$ cat src/rtl/rxpm_pkg.sv
package rxpm_pkg;

    localparam int MAX_WIN   = 64;
    localparam int ADDR_W    = 7;
    localparam int PAT_BASE  = 0;
    localparam int MASK_BASE = 64;
    localparam int OFS_ADDR  = 72;
    localparam int CTRL_ADDR = 73;
    localparam int CLR_ADDR  = 74;

    typedef struct packed {
        logic       lvl_mode;
        logic       pat_en;
        logic       det_en;
        logic [7:0] offset;
    } match_ctrl_t;

endpackage

$ cat src/rtl/rxpm_cfg.sv
module rxpm_cfg
    import rxpm_pkg::*;
#(
    parameter int WIN = 64
) (
    input  logic                  clk,
    input  logic                  rst_n,
    input  logic                  wr_en,
    input  logic [ADDR_W-1:0]     wr_addr,
    input  logic [7:0]            wr_data,
    input  logic                  frame_start,
    output logic [WIN-1:0][7:0]   pat_act,
    output logic [WIN-1:0]        mask_act,
    output match_ctrl_t           ctrl_act,
    output logic                  clr_cmd
);

    typedef struct packed {
        logic [WIN-1:0][7:0] pat_sh;
        logic [WIN-1:0]      mask_sh;
        match_ctrl_t         ctrl_sh;
        logic [WIN-1:0][7:0] pat_a;
        logic [WIN-1:0]      mask_a;
        match_ctrl_t         ctrl_a;
    } cfg_state_t;

    cfg_state_t st_d, st_q;

    always_comb begin
        st_d = st_q;
        if (wr_en) begin
            for (int i = 0; i < WIN; i++) begin
                if (int'(wr_addr) == PAT_BASE + i) st_d.pat_sh[i] = wr_data;
                if (int'(wr_addr) == MASK_BASE + i / 8) st_d.mask_sh[i] = wr_data[i % 8];
            end
            if (int'(wr_addr) == OFS_ADDR) st_d.ctrl_sh.offset = wr_data;
            if (int'(wr_addr) == CTRL_ADDR) begin
                st_d.ctrl_sh.det_en   = wr_data[0];
                st_d.ctrl_sh.pat_en   = wr_data[1];
                st_d.ctrl_sh.lvl_mode = wr_data[2];
            end
        end
        if (frame_start) begin
            st_d.pat_a  = st_q.pat_sh;
            st_d.mask_a = st_q.mask_sh;
            st_d.ctrl_a = st_q.ctrl_sh;
        end
    end

    always_ff @(posedge clk or negedge rst_n) begin
        if (!rst_n) st_q <= '0;
        else        st_q <= st_d;
    end

    assign pat_act  = st_q.pat_a;
    assign mask_act = st_q.mask_a;
    assign ctrl_act = st_q.ctrl_a;
    assign clr_cmd  = wr_en && (int'(wr_addr) == CLR_ADDR) && wr_data[0];

    // the working copy only moves on a delimiter strobe
    assert_active_hold_R10: assert property (@(posedge clk) disable iff (!rst_n)
        !frame_start |=> $stable(st_q.ctrl_a));

endmodule

$ cat src/rtl/rxpm_window.sv
module rxpm_window
    import rxpm_pkg::*;
#(
    parameter int WIN = 64
) (
    input  logic                 clk,
    input  logic                 rst_n,
    input  logic                 sof,
    input  logic                 eof,
    input  logic                 valid,
    input  logic [7:0]           data,
    input  logic [WIN-1:0][7:0]  pat,
    input  logic [WIN-1:0]       mask,
    input  logic [7:0]           offset,
    input  logic                 armed,
    output logic                 hit
);

    localparam int POS_W = $clog2(256 + WIN + 1);
    localparam int IDX_W = (WIN > 1) ? $clog2(WIN) : 1;

    typedef struct packed {
        logic             in_frame;
        logic             done;
        logic             fail;
        logic [POS_W-1:0] pos;
        logic             hit;
    } win_state_t;

    win_state_t st_d, st_q;

    logic [POS_W-1:0] rel;
    logic [IDX_W-1:0] idx;
    logic             in_win;
    logic             mism;
    logic             last;

    always_comb begin
        rel    = st_q.pos - POS_W'(offset);
        idx    = rel[IDX_W-1:0];
        in_win = st_q.pos >= POS_W'(offset);
        mism   = !mask[idx] && (data != pat[idx]);
        last   = rel == POS_W'(WIN - 1);

        st_d     = st_q;
        st_d.hit = 1'b0;
        if (sof) begin
            st_d.in_frame = 1'b1;
            st_d.done     = 1'b0;
            st_d.fail     = 1'b0;
            st_d.pos      = '0;
        end else if (eof) begin
            st_d.in_frame = 1'b0;
        end else if (valid && st_q.in_frame && !st_q.done) begin
            st_d.pos = st_q.pos + 1'b1;
            if (in_win) begin
                if (last) begin
                    st_d.done = 1'b1;
                    st_d.hit  = armed && !(st_q.fail || mism);
                end else begin
                    st_d.fail = st_q.fail || mism;
                end
            end
        end
    end

    always_ff @(posedge clk or negedge rst_n) begin
        if (!rst_n) st_q <= '0;
        else        st_q <= st_d;
    end

    assign hit = st_q.hit;

    // a recorded mismatch persists until the next delimiter
    assert_fail_sticky_R9: assert property (@(posedge clk) disable iff (!rst_n)
        st_q.fail && !sof |=> st_q.fail);
    // one evaluation per frame, so never two event cycles in a row
    assert_single_eval_R6: assert property (@(posedge clk) disable iff (!rst_n)
        st_q.hit |=> !st_q.hit);
    // an event only follows a valid byte inside an open frame
    assert_hit_from_byte_R2: assert property (@(posedge clk) disable iff (!rst_n)
        st_q.hit |-> $past(valid && st_q.in_frame));

endmodule

$ cat src/rtl/rxpm_irq.sv
module rxpm_irq (
    input  logic clk,
    input  logic rst_n,
    input  logic hit,
    input  logic lvl_mode,
    input  logic clr,
    output logic irq
);

    typedef struct packed {
        logic irq;
    } irq_state_t;

    irq_state_t st_d, st_q;

    always_comb begin
        st_d = st_q;
        if (lvl_mode) st_d.irq = hit || (st_q.irq && !clr);
        else          st_d.irq = hit;
    end

    always_ff @(posedge clk or negedge rst_n) begin
        if (!rst_n) st_q <= '0;
        else        st_q <= st_d;
    end

    assign irq = st_q.irq;

    assert_reset_low_R1: assert property (@(posedge clk)
        !rst_n |-> !st_q.irq);
    assert_pulse_one_R6: assert property (@(posedge clk) disable iff (!rst_n)
        !lvl_mode && st_q.irq && !hit |=> !st_q.irq);
    assert_level_hold_R7: assert property (@(posedge clk) disable iff (!rst_n)
        lvl_mode && st_q.irq && !clr ##1 lvl_mode |-> st_q.irq);
    assert_level_clear_R7: assert property (@(posedge clk) disable iff (!rst_n)
        lvl_mode && clr && !hit ##1 lvl_mode |-> !st_q.irq);

endmodule

$ cat src/rtl/rx_pattern_detect.sv
module rx_pattern_detect
    import rxpm_pkg::*;
#(
    parameter int WIN = 64
) (
    input  logic              clk,
    input  logic              rst_n,
    input  logic              rx_sof,
    input  logic              rx_valid,
    input  logic [7:0]        rx_data,
    input  logic              rx_eof,
    input  logic              cfg_we,
    input  logic [ADDR_W-1:0] cfg_addr,
    input  logic [7:0]        cfg_wdata,
    output logic              irq
);

    logic [WIN-1:0][7:0] pat_act;
    logic [WIN-1:0]      mask_act;
    match_ctrl_t         ctrl_act;
    logic                clr_cmd;
    logic                hit;
    logic                armed;

    rxpm_cfg #(.WIN(WIN)) u_cfg (
        .clk         (clk),
        .rst_n       (rst_n),
        .wr_en       (cfg_we),
        .wr_addr     (cfg_addr),
        .wr_data     (cfg_wdata),
        .frame_start (rx_sof),
        .pat_act     (pat_act),
        .mask_act    (mask_act),
        .ctrl_act    (ctrl_act),
        .clr_cmd     (clr_cmd)
    );

    assign armed = ctrl_act.det_en && ctrl_act.pat_en;

    rxpm_window #(.WIN(WIN)) u_win (
        .clk    (clk),
        .rst_n  (rst_n),
        .sof    (rx_sof),
        .eof    (rx_eof),
        .valid  (rx_valid),
        .data   (rx_data),
        .pat    (pat_act),
        .mask   (mask_act),
        .offset (ctrl_act.offset),
        .armed  (armed),
        .hit    (hit)
    );

    rxpm_irq u_irq (
        .clk      (clk),
        .rst_n    (rst_n),
        .hit      (hit),
        .lvl_mode (ctrl_act.lvl_mode),
        .clr      (clr_cmd),
        .irq      (irq)
    );

    // an event requires both enables during the deciding byte
    assert_hit_needs_enable_R5: assert property (@(posedge clk) disable iff (!rst_n)
        hit |-> $past(ctrl_act.det_en && ctrl_act.pat_en));

endmodule

$ cat config.mk
export PLATFORM = sky130hd
export DESIGN_NAME = rx_pattern_detect
export DESIGN_NICKNAME = d
export VERILOG_FILES = /design/src/rtl/rxpm_pkg.sv /design/src/rtl/rxpm_cfg.sv /design/src/rtl/rxpm_window.sv /design/src/rtl/rxpm_irq.sv /design/src/rtl/rx_pattern_detect.sv
export SDC_FILE = /design/constraint.sdc
export NUM_CORES = 1
export LEC_CHECK = 0
export BUFFER_PORTS_ARGS = -buffer_cell sky130_fd_sc_hd__buf_4
export CORE_MARGIN = 2
export CORE_UTILIZATION = 62
export DETAILED_ROUTE_END_ITERATION = 8
export GPL_TIMING_DRIVEN = 0
export PLACE_DENSITY = 0.86
export SYNTH_ARGS = -nofsm -noshare
export SYNTH_HDL_FRONTEND = slang
export SYNTH_SLANG_ARGS = --single-unit
$ cat constraint.sdc
create_clock -name clk -period 6.8 [get_ports clk]
set_input_delay 1.36 -clock clk [delete_from_list [all_inputs] [get_ports clk]]
set_output_delay 1.36 -clock clk [all_outputs]
set_load 0.03 [all_outputs]
==> results.yml, run 1 <==
place:
  place_inst: 4204
  gp_congestion: 0.943
  place_area_sq_um: 51300
  port_buffers: 16
  dp.final_hpwl_mm: 93.0
clocking:
  cts_tree: "done"
  clk_pin_slew_ns: 0.06
  clkSinkCount: 1188
  cts_buffers: 115
  ctsHoldBuffers: 0
  cts_buffer_depth: 3
  root_buffer: "clkbuf_16"
  clk_latency_ns: 0.71
  post_cts_resized: 0
  htree_levels: 3
yosys:
  synth_edf_count: 0
  yosys.cell_count.top_type: "dfrtp_1"
  synth_seq_cells: 1188
  synthFlopType: "dfrtp_1"
  syn_area_sq_um: 49700
  yosysUniqueCellTypes: 63
  synth.avg_cell_area_sq_um: 15.9
  async_reset_ff_share_pct: 100
  ys_seq_area_share_pct: 59.8
  syn-num-nets: 3170
  yosysTopAreaCellShare_pct: 59.8
  synth_cells: 3130
  ys_top_cells_by_count: "1,188 x dfrtp_1, 1,169 x mux2_2, 148 x clkbuf_1, 143 x mux4_2, 86 x nand2_1"
  ys_top_cells_by_area: "dfrtp_1 60%, mux2_2 26%, mux4_2 6.5%"
  ys_warn_count: 0
  yosysTopAreaCell: "dfrtp_1"
global_route:
  gr-total-overflow: 0
  grt_pass1_vias: 31790
  antenna_found_initial: 10
  grt_pass1_wl_mm: 207
  grt_max_degree: 205
  grt_use_total_pct: 34.7
hold_path:
  min_from: "u_win.hit"
  hold_class: "register to register"
  min_to: "u_irq.irq"
  worstHoldPathCells: 1
timing:
  rsz0062_at_grt: "no"
  setup_slack_ns: -0.0262
  max_freq_ghz: 0.146
  hold_viol_final: 0
  relSlewSlack_pct: -7.12
  fin_crit_sh_pct: 100
  hold_slack_ns: 0.444
  slew_viol_final: 17
  worst_pin_slew_ns: 1.59
  layout_min_cycle_time_ns: 6.83
  setup_viol: 1
  fin_skew_ns: 0.0263
setup_path:
  end_kind: "register"
  path_class: "register to register"
  r2r-start: "u_win.st_q[1]"
  slowest_delay_ns: 1.07
  crit_top_cell: "clkbuf_1"
  cp_slowest_cell: "clkbuf_1"
  cp-start-kind: "register"
  required_ns: 7.38
  timing.rr.end: "u_win.hit"
  critical_path_arrival_ns: 7.41
  rr_worst_depth: 15
  crit_fanout: 10
  reg2reg_slack_ns: -0.03
  crit_chain: "inv_1 -> ha_1 -> fa_1 -> clkbuf_1 -> clkbuf_1 -> clkbuf_1 -> mux4_2 -> mux2i_1 -> nor3_1 -> a211oi_2 -> o32ai_1 -> o21ai_0 -> o2111ai_1 -> o41a_1 -> nor4_2"
detailed_routing:
  drt-total-wl_mm: 140
  first_iter_violations: 2881
  via_per_inst: 6.69
  wire_per_inst_um: 31.7
  drc: 0
  drtPass1Iterations: 5
  dr_total_vias: 29575
  ant_nets: 0
die:
  rows: 103
  chipWidth_um: 287
  start_util_pct: 62.8
  die_area_sq_um: 82400
  fp.coreArea_sq_um: 79100
  chipHeight_um: 287
  io_pins: 30
outcome:
  violations: "max-capacitance violations, max-slew violations, negative setup slack"
  status: "finished, violations left"
finish:
  fin_cells: 4418
  final_nets: 3310
  fill_cells: 4938
  final_core_util_pct: 69.7
  finish.instance_area_sq_um: 55200
  drive_above_1_share_pct: 46.4
  syn2layout_area_growth_pct: 11.1
pwr:
  leakage_uw: 0.0268
  ir_drop_uv: 262
  power_density_nw_per_um2: 309
flow_run:
  cap_viol_max_count: 3
-- worst max-delay path, delay by kind of cell, from the launching register on --
family                     cells  cell delay (ns)
AOI/OAI and AO/OA              5             1.47
muxes                          2             0.77
buffers and inverters          4             2.66
DFF                            1             0.41
adders and majority gates      2             0.91
and+or+nand+nor                2             0.44
-- area by class of cell --
class | count | area, sq um | area share, %
Clock buffer | 185 | 3520 | 6.39
Inverter | 15 | 56.3 | 0.102
Multi-Input combinational cell | 1729 | 19100 | 34.6
Tap cell | 1050 | 1310 | 2.38
Buffer | 197 | 805 | 1.46
Timing Repair Buffer | 24 | 328 | 0.594
Clock inverter | 24 | 295 | 0.535
Sequential cell | 1188 | 29700 | 53.9
Antenna cell | 6 | 15.0 | 0.0272
-- where the power goes --
part	total, uW	switching (uW)	internal [uW]
clock	6450	2730	3720
sequential	8040	349	7690
combinational	2590	1520	1070
-- flip-flops by register name, indices dropped and copies added (netlist names) --
register and count:
u_cfg.ctrl_act 11, u_win.st_q 12, u_irq.irq 1, u_cfg.pat_act 512
u_win.hit 1, u_cfg.mask_act 64, u_cfg.st_q 587
-- cells by family (layout without fill, tap and decap cells) --
kind of cell	Yosys count	in the layout	share of synthesized area [%]
AO/OA/AOI/OAI	91	91	1.27
XOR/XNOR	17	17	0.330
adder cells (fa/ha/maj)	11	11	0.292
buffers and inverters	213	445	1.74
flip-flops	1188	1188	59.8
multiplexers	1364	1364	34.2
other	0	6	0
AND/OR/NAND/NOR	246	246	2.37
-- layer usage --
layer / part of all wire [%] / routed length [um] / GRT usage, % / vias to the layer above
met5: 0.036 / 51 / 0 / -
met4: 5.7 / 7920 / 17.2 / 4
li1: - / - / - / 11672
met3: 8.7 / 12100 / 8.90 / 439
met2: 47 / 65900 / 54.3 / 1509
met1: 39 / 54000 / 45.5 / 15951
-- through the flow --
step	setup TNS (ns)	worst slack, ns	power [uW]
floorplan	0	2.77	9540
global placement	-9779.97	-8.43	10500
detailed placement	0	0.220	10600
CTS	0	0.189	17000
global route	0	0.0961	17500
finish	-0.0262	-0.0262	17100
-- cell usage in the layout, fill, tap and decap left out, types with 14 or more instances in the layout --
cell type	netlist	routed
dfrtp_1	1188	1188
clkbuf_1	148	180
nor2b_1	16	16
inv_1	15	15
clkbuf_16	0	117
mux2_2	1169	1169
buf_2	23	23
nand2_1	86	86
a21oi_1	17	17
o21ai_0	22	22
mux2i_1	47	47
clkbuf_8	0	34
clkinv_2	0	14
buf_1	21	20
nor2_1	70	70
mux4_2	143	143
buf_4	3	19
-- timing repair --
action | 4_1_cts | 5_1_grt
hold endpoints to repair | 0 | 0
setup endpoints to repair | 0 | 1
buffers inserted | 0 | 0
-- how the worst max path moves through the flow --
stage	to	start	cells after the start
3_3_place_gp	u_cfg.st_q[737]	rst_n	1
5_1_grt	u_win.st_q[10]	u_win.st_q[1]	14
6_report	u_win.hit	u_win.st_q[1]	15
2_1_floorplan	u_win.hit	u_win.st_q[1]	15
3_5_place_dp	u_win.hit	u_win.st_q[1]	15
4_1_cts	u_win.hit	u_win.st_q[1]	15
No activity file was read; power rests on OpenSTA's default activity.
==> run 2, diff against run 1 <==
--- a/config.mk
+++ b/config.mk
@@ -7,10 +7,10 @@
 export LEC_CHECK = 0
 export BUFFER_PORTS_ARGS = -buffer_cell sky130_fd_sc_hd__buf_4
 export CORE_MARGIN = 2
-export CORE_UTILIZATION = 62
+export CORE_UTILIZATION = 57
 export DETAILED_ROUTE_END_ITERATION = 8
 export GPL_TIMING_DRIVEN = 0
-export PLACE_DENSITY = 0.86
+export PLACE_DENSITY = 0.84
 export SYNTH_ARGS = -nofsm -noshare
 export SYNTH_HDL_FRONTEND = slang
 export SYNTH_SLANG_ARGS = --single-unit
==> constraint.sdc (replaced) <==
create_clock -name clk -period 6 [get_ports clk]
set_input_delay 1.2 -clock clk [delete_from_list [all_inputs] [get_ports clk]]
set_output_delay 1.2 -clock clk [all_outputs]
set_load 0.03 [all_outputs]
==> run 2 against run 1 <==
Against the previous run: the flow finishes with violations (max-capacitance violations, max-slew violations); clock skew is 0.0038 ns lower; sequential share of layout area decreased by 0.39 points; clock-buffer cell count decreased by 7; fmax is 16% higher; wire length down 2.7%; power is 15% higher; clock power increased by 18%.
==> results.yml, run 2 (synthesized netlist as in run 1, its figures left out) <==
clocking:
  clk_latency_ns: 0.70
  root_buffer: "clkbuf_16"
  cts_buffer_depth: 3
  cts_tree: "done"
  clkSinkCount: 1188
  cts_buffers: 115
  clk_pin_slew_ns: 0.07
  htree_levels: 3
  ctsHoldBuffers: 0
die:
  io_pins: 30
  chipWidth_um: 299
  chipHeight_um: 299
  die_area_sq_um: 89500
  fp.coreArea_sq_um: 86600
  rows: 108
  start_util_pct: 57.4
finish:
  top_register: "u_cfg.st_q"
  fill_cells: 5909
  final_nets: 3310
  drive_above_1_share_pct: 47.1
  largest_reg_flops: 587
  layout_common_cells: "1,188 x dfrtp_1, 1,169 x mux2_2, 160 x clkbuf_1"
  multi_input_area_sq_um: 19100
  syn2layout_area_growth_pct: 11.9
  layout_commonest_cell: "dfrtp_1"
  seqCellArea_sq_um: 29700
global_route:
  grt_pass1_wl_mm: 202
  gr-total-overflow: 0
  grt_max_degree: 179
  grt_use_total_pct: 30.9
  grt_pass1_vias: 30652
  antenna_found_initial: 8
timing:
  slew_viol_final: 9
  hold_viol_final: 0
  relSlewSlack_pct: -6.74
  fin_skew_ns: 0.0225
  fin_crit_sh_pct: 97.9
  worst_pin_slew_ns: 1.60
  layout_min_cycle_time_ns: 5.88
  setup_viol: 0
  setup_tns_ns: 0
  max_freq_ghz: 0.170
  rsz0062_at_grt: "no"
  hold_slack_ns: 0.471
place:
  gp_congestion: 0.977
  port_buffers: 16
  dp.final_hpwl_mm: 89.2
detailed_routing:
  ant_nets: 0
  dr_total_vias: 29143
  wire_per_inst_um: 30.1
  drt-total-wl_mm: 136
  via_per_inst: 6.43
  first_iter_violations: 2947
  drtPass1Iterations: 5
  drc: 0
setup_path:
  cp-start-kind: "register"
  cp-endpoint: "u_win.hit"
  slowest_delay_ns: 0.88
  reg2reg_slack_ns: 0.12
  critical_path_arrival_ns: 6.46
  crit_top_cell: "o22ai_1"
  path_class: "register to register"
  end_kind: "register"
  startpoint: "u_win.st_q[1]"
  crit_family: "buffers and inverters"
  required_ns: 6.58
  cp_slowest_cell: "buf_1"
  rr_worst_depth: 14
  crit_fanout: 19
  crit_chain: "inv_1 -> ha_1 -> fa_1 -> buf_2 -> buf_1 -> mux4_2 -> mux2i_1 -> mux2_2 -> o22ai_1 -> a211o_1 -> o22ai_1 -> o2111ai_1 -> o41a_1 -> nor4_2"
  worstPathBufferInverterCount: 3
  r2r-start: "u_win.st_q[1]"
  timing.rr.end: "u_win.hit"
  crit_cells: 14
flow_run:
  cap_viol_max_count: 2
hold_path:
  hold_class: "register to register"
pwr:
  power_density_nw_per_um2: 352
  ir_drop_uv: 256
  leakage_uw: 0.0270
outcome:
  status: "finished, violations left"
  violations: "max-capacitance violations, max-slew violations"
## run 2: changes by cell type in the layout (fill, tap and decap cells not counted), sizes merged
cell / previous run / this run
clkinv: 16 / 24
buf: 73 / 76
diode: 6 / 4
clkbuf: 333 / 322
bufinv: 5 / 10
clkdlybuf4s15: 0 / 1
clkinvlp: 0 / 2
## run 2: per-layer routing
metal	up-vias	GRT usage [%]	share of wire, %
met5	-	0.106	0.017
met4	4	15.1	5.2
met3	360	6.86	8.2
met2	1305	47.0	46
met1	15845	42.7	41
li1	11629	-	-
## run 2: how the worst min path moves through the flow
stage,from,to,slack (ns),depth (start not counted)
final,u_win.st_q[10],u_win.hit,0.47,1
after global routing,u_win.st_q[10],u_win.hit,0.49,1
after CTS,u_win.st_q[10],u_win.hit,0.47,1
after detailed placement,u_win.st_q[10],u_win.hit,0.45,1
after global placement,u_win.st_q[10],u_win.hit,0.44,1
after floorplan,u_win.hit,u_irq.irq,0.42,1
## run 2: per-stage QoR
| stage | power (uW) | cells | util (%) | setup WS, ns | area, sq um |
|---|---|---|---|---|---|
| floorplan | 10800 | 3130 | - | 1.97 | 49700 |
| global placement | 11900 | 4301 | 59.2 | -10.11 | 51200 |
| detailed placement | 12000 | 4310 | 59.5 | -0.723 | 51500 |
| CTS | 19600 | 4524 | 64.1 | 0.0816 | 55500 |
| global route | 20100 | 4527 | 64.2 | 0.0569 | 55600 |
| finish | 19600 | 4529 | 64.2 | 0.124 | 55600 |
## run 2: power by group
part	leakage [uW]	total, uW	internal, uW	switching (uW)
clock network	0.00200	7610	4490	3130
registers	0.0162	9090	8710	378
logic	0.00883	2890	1220	1670
## run 2: area by class of cell
cell class / count / share of cell area (%)
sequential: 1188 / 53.5
clock inverter: 39 / 0.871
clock buffer: 178 / 6.38
buffer: 195 / 1.46
multi-input combinational: 1729 / 34.4
timing repair buffer: 26 / 0.682
inverter: 15 / 0.101
tap: 1155 / 2.60
antenna: 4 / 0.0180
## run 2: what timing repair did
item	CTS	global route
endpoints found under the hold margin	0	0
setup buffers	0	0
cloned	0	0
resized for setup	5	4
setup endpoints to repair	2	2
